$ cat config.mk
export PLATFORM = sky130hd
export DESIGN_NAME = pmul8x16
export DESIGN_NICKNAME = d
export VERILOG_FILES = /design/src/rtl/pmul8x16_pkg.sv /design/src/rtl/pmul_decode.sv /design/src/rtl/pmul_operand_sel.sv /design/src/rtl/pmul_lane.sv /design/src/rtl/pmul8x16.sv
export SDC_FILE = /design/constraint.sdc
export NUM_CORES = 2
export LEC_CHECK = 0
export ABC_AREA = 1
export BUFFER_PORTS_ARGS = -buffer_cell sky130_fd_sc_hd__buf_2
export CORE_UTILIZATION = 45
export CTS_CLUSTER_SIZE = 14
export DETAILED_ROUTE_END_ITERATION = 12
export HOLD_SLACK_MARGIN = 0.08
export PLACE_DENSITY = 0.6
export SETUP_SLACK_MARGIN = 0.4
export SLEW_MARGIN = 10
export SYNTH_ARGS = -nofsm -noshare
export SYNTH_HDL_FRONTEND = slang
export SYNTH_SLANG_ARGS = --single-unit
$ cat constraint.sdc
create_clock -name clk -period 8.32 [get_ports clk]
set_input_delay 0.416 -clock clk [delete_from_list [all_inputs] [get_ports clk]]
set_output_delay 0.416 -clock clk [all_outputs]
set_load 0.03 [all_outputs]
$ cat src/rtl/pmul8x16_pkg.sv
package pmul8x16_pkg;

    localparam int OPC_W = 9;

    localparam logic [OPC_W-1:0] OPC_PLAIN   = 9'h031;
    localparam logic [OPC_W-1:0] OPC_BC_HI   = 9'h033;
    localparam logic [OPC_W-1:0] OPC_BC_LO   = 9'h035;
    localparam logic [OPC_W-1:0] OPC_HB      = 9'h036;
    localparam logic [OPC_W-1:0] OPC_LB      = 9'h037;
    localparam logic [OPC_W-1:0] OPC_WIDE_HB = 9'h038;
    localparam logic [OPC_W-1:0] OPC_WIDE_LB = 9'h039;

    // Where each lane's pixel byte comes from.
    typedef enum logic [1:0] {
        PIX_PACKED  = 2'd0,   // byte k of the packed pixel word
        PIX_LANE_HI = 2'd1,   // upper byte of 16-bit lane k
        PIX_LANE_LO = 2'd2    // lower byte of 16-bit lane k
    } pix_src_e;

    // Where each lane's coefficient comes from.
    typedef enum logic [1:0] {
        COEF_LANE  = 2'd0,    // 16-bit lane k
        COEF_BC_HI = 2'd1,    // upper half of the low word, broadcast
        COEF_BC_LO = 2'd2     // lower half of the low word, broadcast
    } coef_src_e;

    typedef struct packed {
        logic      legal;
        logic      wide;
        pix_src_e  pix;
        coef_src_e coef;
    } dec_t;

    function automatic dec_t decode_op(input logic [OPC_W-1:0] op);
        dec_t d;
        d = '{legal: 1'b1, wide: 1'b0, pix: PIX_PACKED, coef: COEF_LANE};
        case (op)
            OPC_PLAIN:   ;
            OPC_BC_HI:   d.coef = COEF_BC_HI;
            OPC_BC_LO:   d.coef = COEF_BC_LO;
            OPC_HB:      d.pix  = PIX_LANE_HI;
            OPC_LB:      d.pix  = PIX_LANE_LO;
            OPC_WIDE_HB: begin d.pix = PIX_LANE_HI; d.wide = 1'b1; end
            OPC_WIDE_LB: begin d.pix = PIX_LANE_LO; d.wide = 1'b1; end
            default:     d.legal = 1'b0;
        endcase
        return d;
    endfunction

endpackage

$ cat src/rtl/pmul_decode.sv
module pmul_decode
    import pmul8x16_pkg::*;
(
    input  logic [OPC_W-1:0] op,
    output dec_t             dec
);

    always_comb begin
        dec = decode_op(op);
    end

endmodule

$ cat src/rtl/pmul_operand_sel.sv
module pmul_operand_sel
    import pmul8x16_pkg::*;
#(
    parameter int LANES  = 4,
    parameter int PIX_W  = 8,
    parameter int COEF_W = 16
) (
    input  pix_src_e                       pix_src,
    input  coef_src_e                      coef_src,
    input  logic [LANES*COEF_W-1:0]        src_a,
    input  logic [LANES*COEF_W-1:0]        src_b,
    output logic [LANES-1:0][PIX_W-1:0]    pix,
    output logic [LANES-1:0][COEF_W-1:0]   coef
);

    localparam int BC_HI_LSB = COEF_W;

    for (genvar g = 0; g < LANES; g++) begin : g_lane
        logic [PIX_W-1:0]  lane_pix;
        logic [COEF_W-1:0] lane_coef;

        always_comb begin
            case (pix_src)
                PIX_PACKED:  lane_pix = src_a[PIX_W*g +: PIX_W];
                PIX_LANE_HI: lane_pix = src_a[COEF_W*g + PIX_W +: PIX_W];
                default:     lane_pix = src_a[COEF_W*g +: PIX_W];
            endcase
        end

        always_comb begin
            case (coef_src)
                COEF_BC_HI: lane_coef = src_b[BC_HI_LSB +: COEF_W];
                COEF_BC_LO: lane_coef = src_b[0 +: COEF_W];
                default:    lane_coef = src_b[COEF_W*g +: COEF_W];
            endcase
        end

        assign pix[g]  = lane_pix;
        assign coef[g] = lane_coef;
    end

endmodule

$ cat src/rtl/pmul_lane.sv
module pmul_lane #(
    parameter int PIX_W  = 8,
    parameter int COEF_W = 16
) (
    input  logic [PIX_W-1:0]  pix,
    input  logic [COEF_W-1:0] coef,
    output logic [COEF_W-1:0] frac
);

    localparam int PROD_W = PIX_W + COEF_W;
    // Half of one output step: 1 at bit PIX_W-1.
    localparam logic signed [PROD_W:0] HALF =
        {{(PROD_W - PIX_W + 1){1'b0}}, 1'b1, {(PIX_W - 1){1'b0}}};

    logic signed [PROD_W:0] prod_s;
    logic signed [PROD_W:0] sum_s;
    logic                   unused_bits;

    always_comb begin
        prod_s = $signed({1'b0, pix}) * $signed(coef);
        sum_s  = prod_s + HALF;
        frac   = sum_s[PROD_W-1:PIX_W];
    end

    assign unused_bits = ^{sum_s[PIX_W-1:0], sum_s[PROD_W]};

endmodule

$ cat src/rtl/pmul8x16.sv
module pmul8x16
    import pmul8x16_pkg::*;
#(
    parameter int LANES  = 4,
    parameter int PIX_W  = 8,
    parameter int COEF_W = 16
) (
    input  logic                     clk,
    input  logic                     rst_n,
    input  logic                     in_valid,
    input  logic [OPC_W-1:0]         op,
    input  logic [LANES*COEF_W-1:0]  src_a,
    input  logic [LANES*COEF_W-1:0]  src_b,
    output logic                     out_valid,
    output logic [LANES*COEF_W-1:0]  result
);

    localparam int DATA_W     = LANES * COEF_W;
    localparam int WIDE_LANES = LANES / 2;
    localparam int WIDE_STEP  = 2 * COEF_W;
    localparam int WIDE_OFS   = PIX_W - 1;

    function automatic logic [DATA_W-1:0] wide_field_mask();
        logic [DATA_W-1:0] m;
        m = '0;
        for (int k = 0; k < WIDE_LANES; k++) begin
            m[WIDE_STEP*k + WIDE_OFS +: COEF_W] = '1;
        end
        return m;
    endfunction

    localparam logic [DATA_W-1:0] WIDE_MASK = wide_field_mask();

    typedef struct packed {
        logic              vld;
        logic [DATA_W-1:0] res;
    } state_t;

    dec_t                          dec;
    logic [LANES-1:0][PIX_W-1:0]   pix_sel;
    logic [LANES-1:0][COEF_W-1:0]  coef_sel;
    logic [LANES-1:0][COEF_W-1:0]  frac;
    logic [DATA_W-1:0]             placed;
    state_t                        st_d, st_q;

    pmul_decode u_decode (
        .op  (op),
        .dec (dec)
    );

    pmul_operand_sel #(
        .LANES  (LANES),
        .PIX_W  (PIX_W),
        .COEF_W (COEF_W)
    ) u_sel (
        .pix_src  (dec.pix),
        .coef_src (dec.coef),
        .src_a    (src_a),
        .src_b    (src_b),
        .pix      (pix_sel),
        .coef     (coef_sel)
    );

    for (genvar g = 0; g < LANES; g++) begin : g_mul
        pmul_lane #(
            .PIX_W  (PIX_W),
            .COEF_W (COEF_W)
        ) u_lane (
            .pix  (pix_sel[g]),
            .coef (coef_sel[g]),
            .frac (frac[g])
        );
    end

    // Result placement: packed 16-bit lanes, or one field per 32-bit half.
    always_comb begin
        placed = '0;
        if (dec.legal) begin
            if (dec.wide) begin
                for (int k = 0; k < WIDE_LANES; k++) begin
                    placed[WIDE_STEP*k + WIDE_OFS +: COEF_W] = frac[k];
                end
            end else begin
                for (int k = 0; k < LANES; k++) begin
                    placed[COEF_W*k +: COEF_W] = frac[k];
                end
            end
        end
    end

    always_comb begin
        st_d     = st_q;
        st_d.vld = in_valid;
        if (in_valid) begin
            st_d.res = placed;
        end
    end

    always_ff @(posedge clk) begin
        if (!rst_n) begin
            st_q <= '0;
        end else begin
            st_q <= st_d;
        end
    end

    assign out_valid = st_q.vld;
    assign result    = st_q.res;

    // valid tracks the input one clock later.
    p_valid_follow_r2: assert property (@(posedge clk) disable iff (!rst_n)
        in_valid |=> out_valid);
    p_valid_idle_r2: assert property (@(posedge clk) disable iff (!rst_n)
        !in_valid |=> !out_valid);

    // idle cycles leave the result untouched.
    p_hold_r3: assert property (@(posedge clk) disable iff (!rst_n)
        !in_valid |=> $stable(result));

    // broadcast variants feed the same coefficient to every lane.
    p_bcast_same_r6: assert property (@(posedge clk) disable iff (!rst_n)
        (in_valid && dec.coef != COEF_LANE) |-> (coef_sel[0] == coef_sel[LANES-1]));

    // wide variants leave every bit outside their two fields at zero.
    p_wide_gaps_r10: assert property (@(posedge clk) disable iff (!rst_n)
        (in_valid && dec.legal && dec.wide) |=> ((result & ~WIDE_MASK) == '0));

    // unsupported opcodes give an all-zero result.
    p_illegal_zero_r12: assert property (@(posedge clk) disable iff (!rst_n)
        (in_valid && !dec.legal) |=> (result == '0));

endmodule

Yosys cells after proc, flatten, opt, wreduce, memory -nomap -nowiden
Cells that the tools add are included.
W data, S select, Z words.
Storage, ports and cells
  input port bits: 140
  output and inout port bits: 65
  word-level logic and storage cells: 43
  register bits after elaboration: 65
Cells by class
  $mul: 4
  $add $sub $neg: 4
  muxes and demuxes: 18
  equality and inequality tests: 10
  reductions and logical operators: 5
Operator list (count)
  $add A24 B9 Y24 const B: 4
  $mul A9 B16 Y24: 4
  $mux W16: 5
  $mux W64: 1
  $pmux W16 S2: 2
  $eq A9 B6 Y1 const B: 7
  $pmux W8 S2: 3
  $mux W9: 1
  $mux W8: 1
  $pmux W2 S2: 2
  $mux W7: 1
  $reduce_or A7 Y1: 1
  $reduce_or A2 Y1: 3
  $eq A2 B1 Y1 const B: 2
  $eq A2 B2 Y1 const B: 1
  $logic_not A2 Y1: 1
  $mux W1: 2

Depth between registers and ports, before layout
  word-level depth: 9
  depth in mapped cells: 37
  gate-level depth less buffers: 35

Hierarchy
Synthesis repeated with hierarchy kept, for this count alone.
Unflattened totals
  cells, all modules: 3333
  area total of the unflattened synthesis: 23542.6 µm²
By module, submodules not included
  pmul_lane (g_mul[3].u_lane): sequential area each 0.0 µm², times used 1, cells each 651, area each 4813.4 µm²
  pmul_lane (g_mul[0].u_lane): sequential area each 0.0 µm², times used 1, cells each 634, area each 4768.3 µm²
  pmul_lane (g_mul[1].u_lane): sequential area each 0.0 µm², times used 1, cells each 636, area each 4754.6 µm²
  pmul_lane (g_mul[2].u_lane): sequential area each 0.0 µm², times used 1, cells each 630, area each 4735.8 µm²
  pmul8x16: sequential area each 1301.2 µm², times used 1, cells each 402, area each 2748.9 µm²
  pmul_operand_sel: sequential area each 0.0 µm², times used 1, cells each 346, area each 1559.0 µm²
  pmul_decode: sequential area each 0.0 µm², times used 1, cells each 34, area each 162.7 µm²

Least setup slack after synthesis
OpenSTA, ideal clock, no wires.
  path type: input -> register
  start: in op[6]
  end: reg st_q (netlist bit result[52])
  data required time: 8.189 ns
  setup time: 0.131 ns
  path slack: 1.896 ns
  arrival: 6.293 ns
  path buffers: 2
  stages: 31
  path through: inv_2 nand2_2 nor2_8 nand2_1 nor2_1 inv_1 ha_1 inv_1 clkbuf_1 clkbuf_1 o21ai_1 inv_1 nand2_1 fa_1 inv_1 fa_1 inv_1 fa_1 inv_1 fa_1 fa_1 ha_1 a21oi_1 nor2_1 a211oi_1 o21ai_2 nand2_1 nand2_1 or2_2 a31oi_1 a21oi_2
On the way
  cells in the longest elaborated chain, start to end: 9
  elaborated cells between the ends (all ways): 29
  classes of those cells: 2 x add/sub; 2 x mul; 10 x eq/ne; 10 x mux; 5 x reduce/logical
RTL lines
  start: declaration: RTL line pmul8x16.sv:11  | input logic [OPC_W-1:0] op,
  $eq A9 B6 Y1: RTL line pmul8x16_pkg.sv:37  | case (op)
  $reduce_or A2 Y1 (no source line)
  $pmux W2 S2: RTL line pmul8x16_pkg.sv:37
  $eq A2 B1 Y1 or $logic_not A2 Y1 (tied branches): RTL line pmul_operand_sel.sv:23  | case (pix_src)
  $pmux W8 S2: RTL line pmul_operand_sel.sv:23
  $mul A9 B16 Y24: RTL line pmul_lane.sv:20  | prod_s = $signed({1'b0, pix}) * $signed(coef);
  $add A24 B9 Y24: RTL line pmul_lane.sv:21  | sum_s = prod_s + HALF;
  $mux W16: RTL line pmul8x16.sv:79  | if (dec.wide) begin
  $mux W64 (*): RTL line pmul8x16.sv:78  | if (dec.legal) begin
  end signal: assignment: RTL line pmul8x16.sv:103  | st_q <= st_d;
  end: declaration: RTL line pmul8x16.sv:44  | state_t st_d, st_q;
Every way passes the cells marked *; elsewhere a longest branch is shown, timed or not.
A chain may end at the register's enable or synchronous reset.

Worst setup path in the final report
  start: in op[2]
  end: reg st_q (netlist bit result[54])
Same word-level chain as after synthesis.

==> reports/qor.csv <==
metric;value;unit
drt-pass1-iter-count;5;
drt_iter0_drc;1226;
final_cell_mix;nand2_1, inv_1, fa_1;
p_leak;0.0132;uW
ant_nets;0;
place_inst;3722;
end_kind;flop;
tightest_slew;1.09;ns
fp.dieW;223;microns
globalRouteMet1Util;40.3;%
hpwl;64.3;mm
h-tree-depth;3;
cpMaxStageDelayCell;ha_1;
synth_cells;2948;
drc;0;
yosysSeqAreaShare;5.90;%
finalCritPeriodShare;87.2;%
rows;80;
grt_pass1_wl;116;mm
start_util;45.9;%
antenna_found_initial;1;
antenna_cells;0;
vias;19800;
layout_commonest_cell;nand2_1;
drive_above_1_share;10.8;%
grt_util_all_layers;30.3;%
cts_resized;0;
critPathLaunchType;input pin;
grt_max_degree;64;
wl_per_cell;19.6;microns
die_area;0.0499;sq mm
slew_headroom;27.2;%
syn_avg_cell_area;7.49;sq um
hold_violations;0;
worstHoldPathType;input pin to flop;
path_max_fanout;17;
clockBufferDepth;2;
required;8.51;ns
maxCapViolations;0;
io_pins;205;
setup_viol;0;
clkLatencyLatePin;0.34;ns
cpPeakStageDelay;0.67;ns
finalWirelength;73.4;mm
tritoncts;done;
skew;0;ns
post_cts_buffers;0;
grtUsageMet3;4.94;%
place.gp.congestion;0.977;
grt-ovfl-total;0;
ir_drop;0.000169;V
layout.nets;3892;
finalCriticalPeriod;7.26;ns
cts_num_sinks;65;
placed_area;0.0238;sq mm
setup_tns;0;ns
syn_area;0.0221;sq mm
yosysWarnings;0;
top_usage_layer;met2;
cp-startpoint;op[2];
grt_pass1_vias;20800;
min-delay-start;rst_n;
power.density;322;mW/mm^2
use_met2;49.9;%
cts.clk_slew.worst_paths;0.07;ns
fp.coreArea;0.0480;sq mm
arrival;7.45;ns
rsz0062_at_grt;no;
cts-root-buf;clkbuf_16;
synth_nets;3722;
port_buffers;204;
p_total;7750;uW
die_h;223;microns
final_util;50.2;%
ys_ff_latch;65;
syn2layout_area_growth;9.22;%
ctsHoldBuffers;0;
maxSlewViolCount;0;
status;completed;
synth_cell_types;51;
criticalPathCategory;input pin to flop;
stdcell_area;0.0241;sq mm
max_freq;138;MHz
vias_per_cell;5.29;
r2r_start;result[52];
cts_buffers;9;
fin_cells;3738;
[cell families after synthesis]
group | count (synthesis) | synth area share, %
AND/OR/NAND/NOR | 1247 | 23.9
adder cells (fa/ha/maj) | 634 | 49.5
AO/OA/AOI/OAI | 297 | 7.66
flip-flops | 65 | 5.90
buffers and inverters | 664 | 11.4
XOR/XNOR | 41 | 1.63
[area by class of cell]
type | instances | area, sq um
fillers | 4840 | 23900
multi-input cells | 2219 | 18300
inverters | 598 | 2250
flip-flops and latches | 65 | 1300
repair buffers | 225 | 1180
well taps | 615 | 769
clock buffers | 10 | 229
clock inverters | 6 | 115
[routing by layer]
metal  routed length [microns]  share of wire, %
met3                      5030               6.9
met1                     32100                44
met5                        13             0.018
met4                      2480               3.4
met2                     33800                46
[worst max-delay path, delay by kind of cell]
family	cells	cell delay (ns)
fa+ha+maj	7	3.48
simple gates	12	1.93
compound gates	5	1.14
buf+inv	5	0.46
[report_power, final]
| part | switching, uW | total (uW) | internal, uW |
|---|---|---|---|
| combinational | 4400 | 6980 | 2580 |
| sequential | 4.05 | 321 | 317 |
| clock | 162 | 457 | 295 |
| total | 4570 | 7750 | 3190 |
[final timing paths]
check,to,cells past startpoint,slack [ns]
worst min-delay path,result[53],3,0.38
worst max register to register,result[52],4,7.50
worst min register to register,result[38],2,0.46
worst max-delay path,result[54],29,1.06
[through the flow]
stage          setup slack (ns)  hold WS [ns]
6_report                   1.06         0.378
5_1_grt                   0.553         0.392
4_1_cts                    1.17         0.364
3_5_place_dp              0.795         0.457
3_3_place_gp              0.856         0.452
2_1_floorplan              1.90         0.509
[flip-flops by register name, indices dropped and copies added, names as in the netlist]
name       cells
out_valid      1
result        64
[synthesized netlist by cell type (all sizes together)]
cell type	n	area share, %
xor2	15	0.60
a221oi	4	0.16
o21a	7	0.24
nor2	406	7.1
a21boi	1	0.034
a31oi	7	0.20
a211oi	3	0.10
o21ai	92	2.2
and3	1	0.028
fa	400	36
dfxtp	65	5.9
o21bai	5	0.17
nand3	133	3.4
nand3b	13	0.46
o22ai	8	0.23
o221a	5	0.26
xnor2	26	1.0
clkbuf	52	0.88
nor4	8	0.23
clkinv	1	0.017
a21oi	152	3.6
o211ai	3	0.16
or2	27	0.77
inv	597	10
nand4	11	0.31
buf	14	0.32
o221ai	1	0.040
nor3	15	0.34
a21o	9	0.31
nand2	626	11
and2	5	0.14
nor3b	2	0.068
ha	234	13
Power figures use the tool's default switching activity.
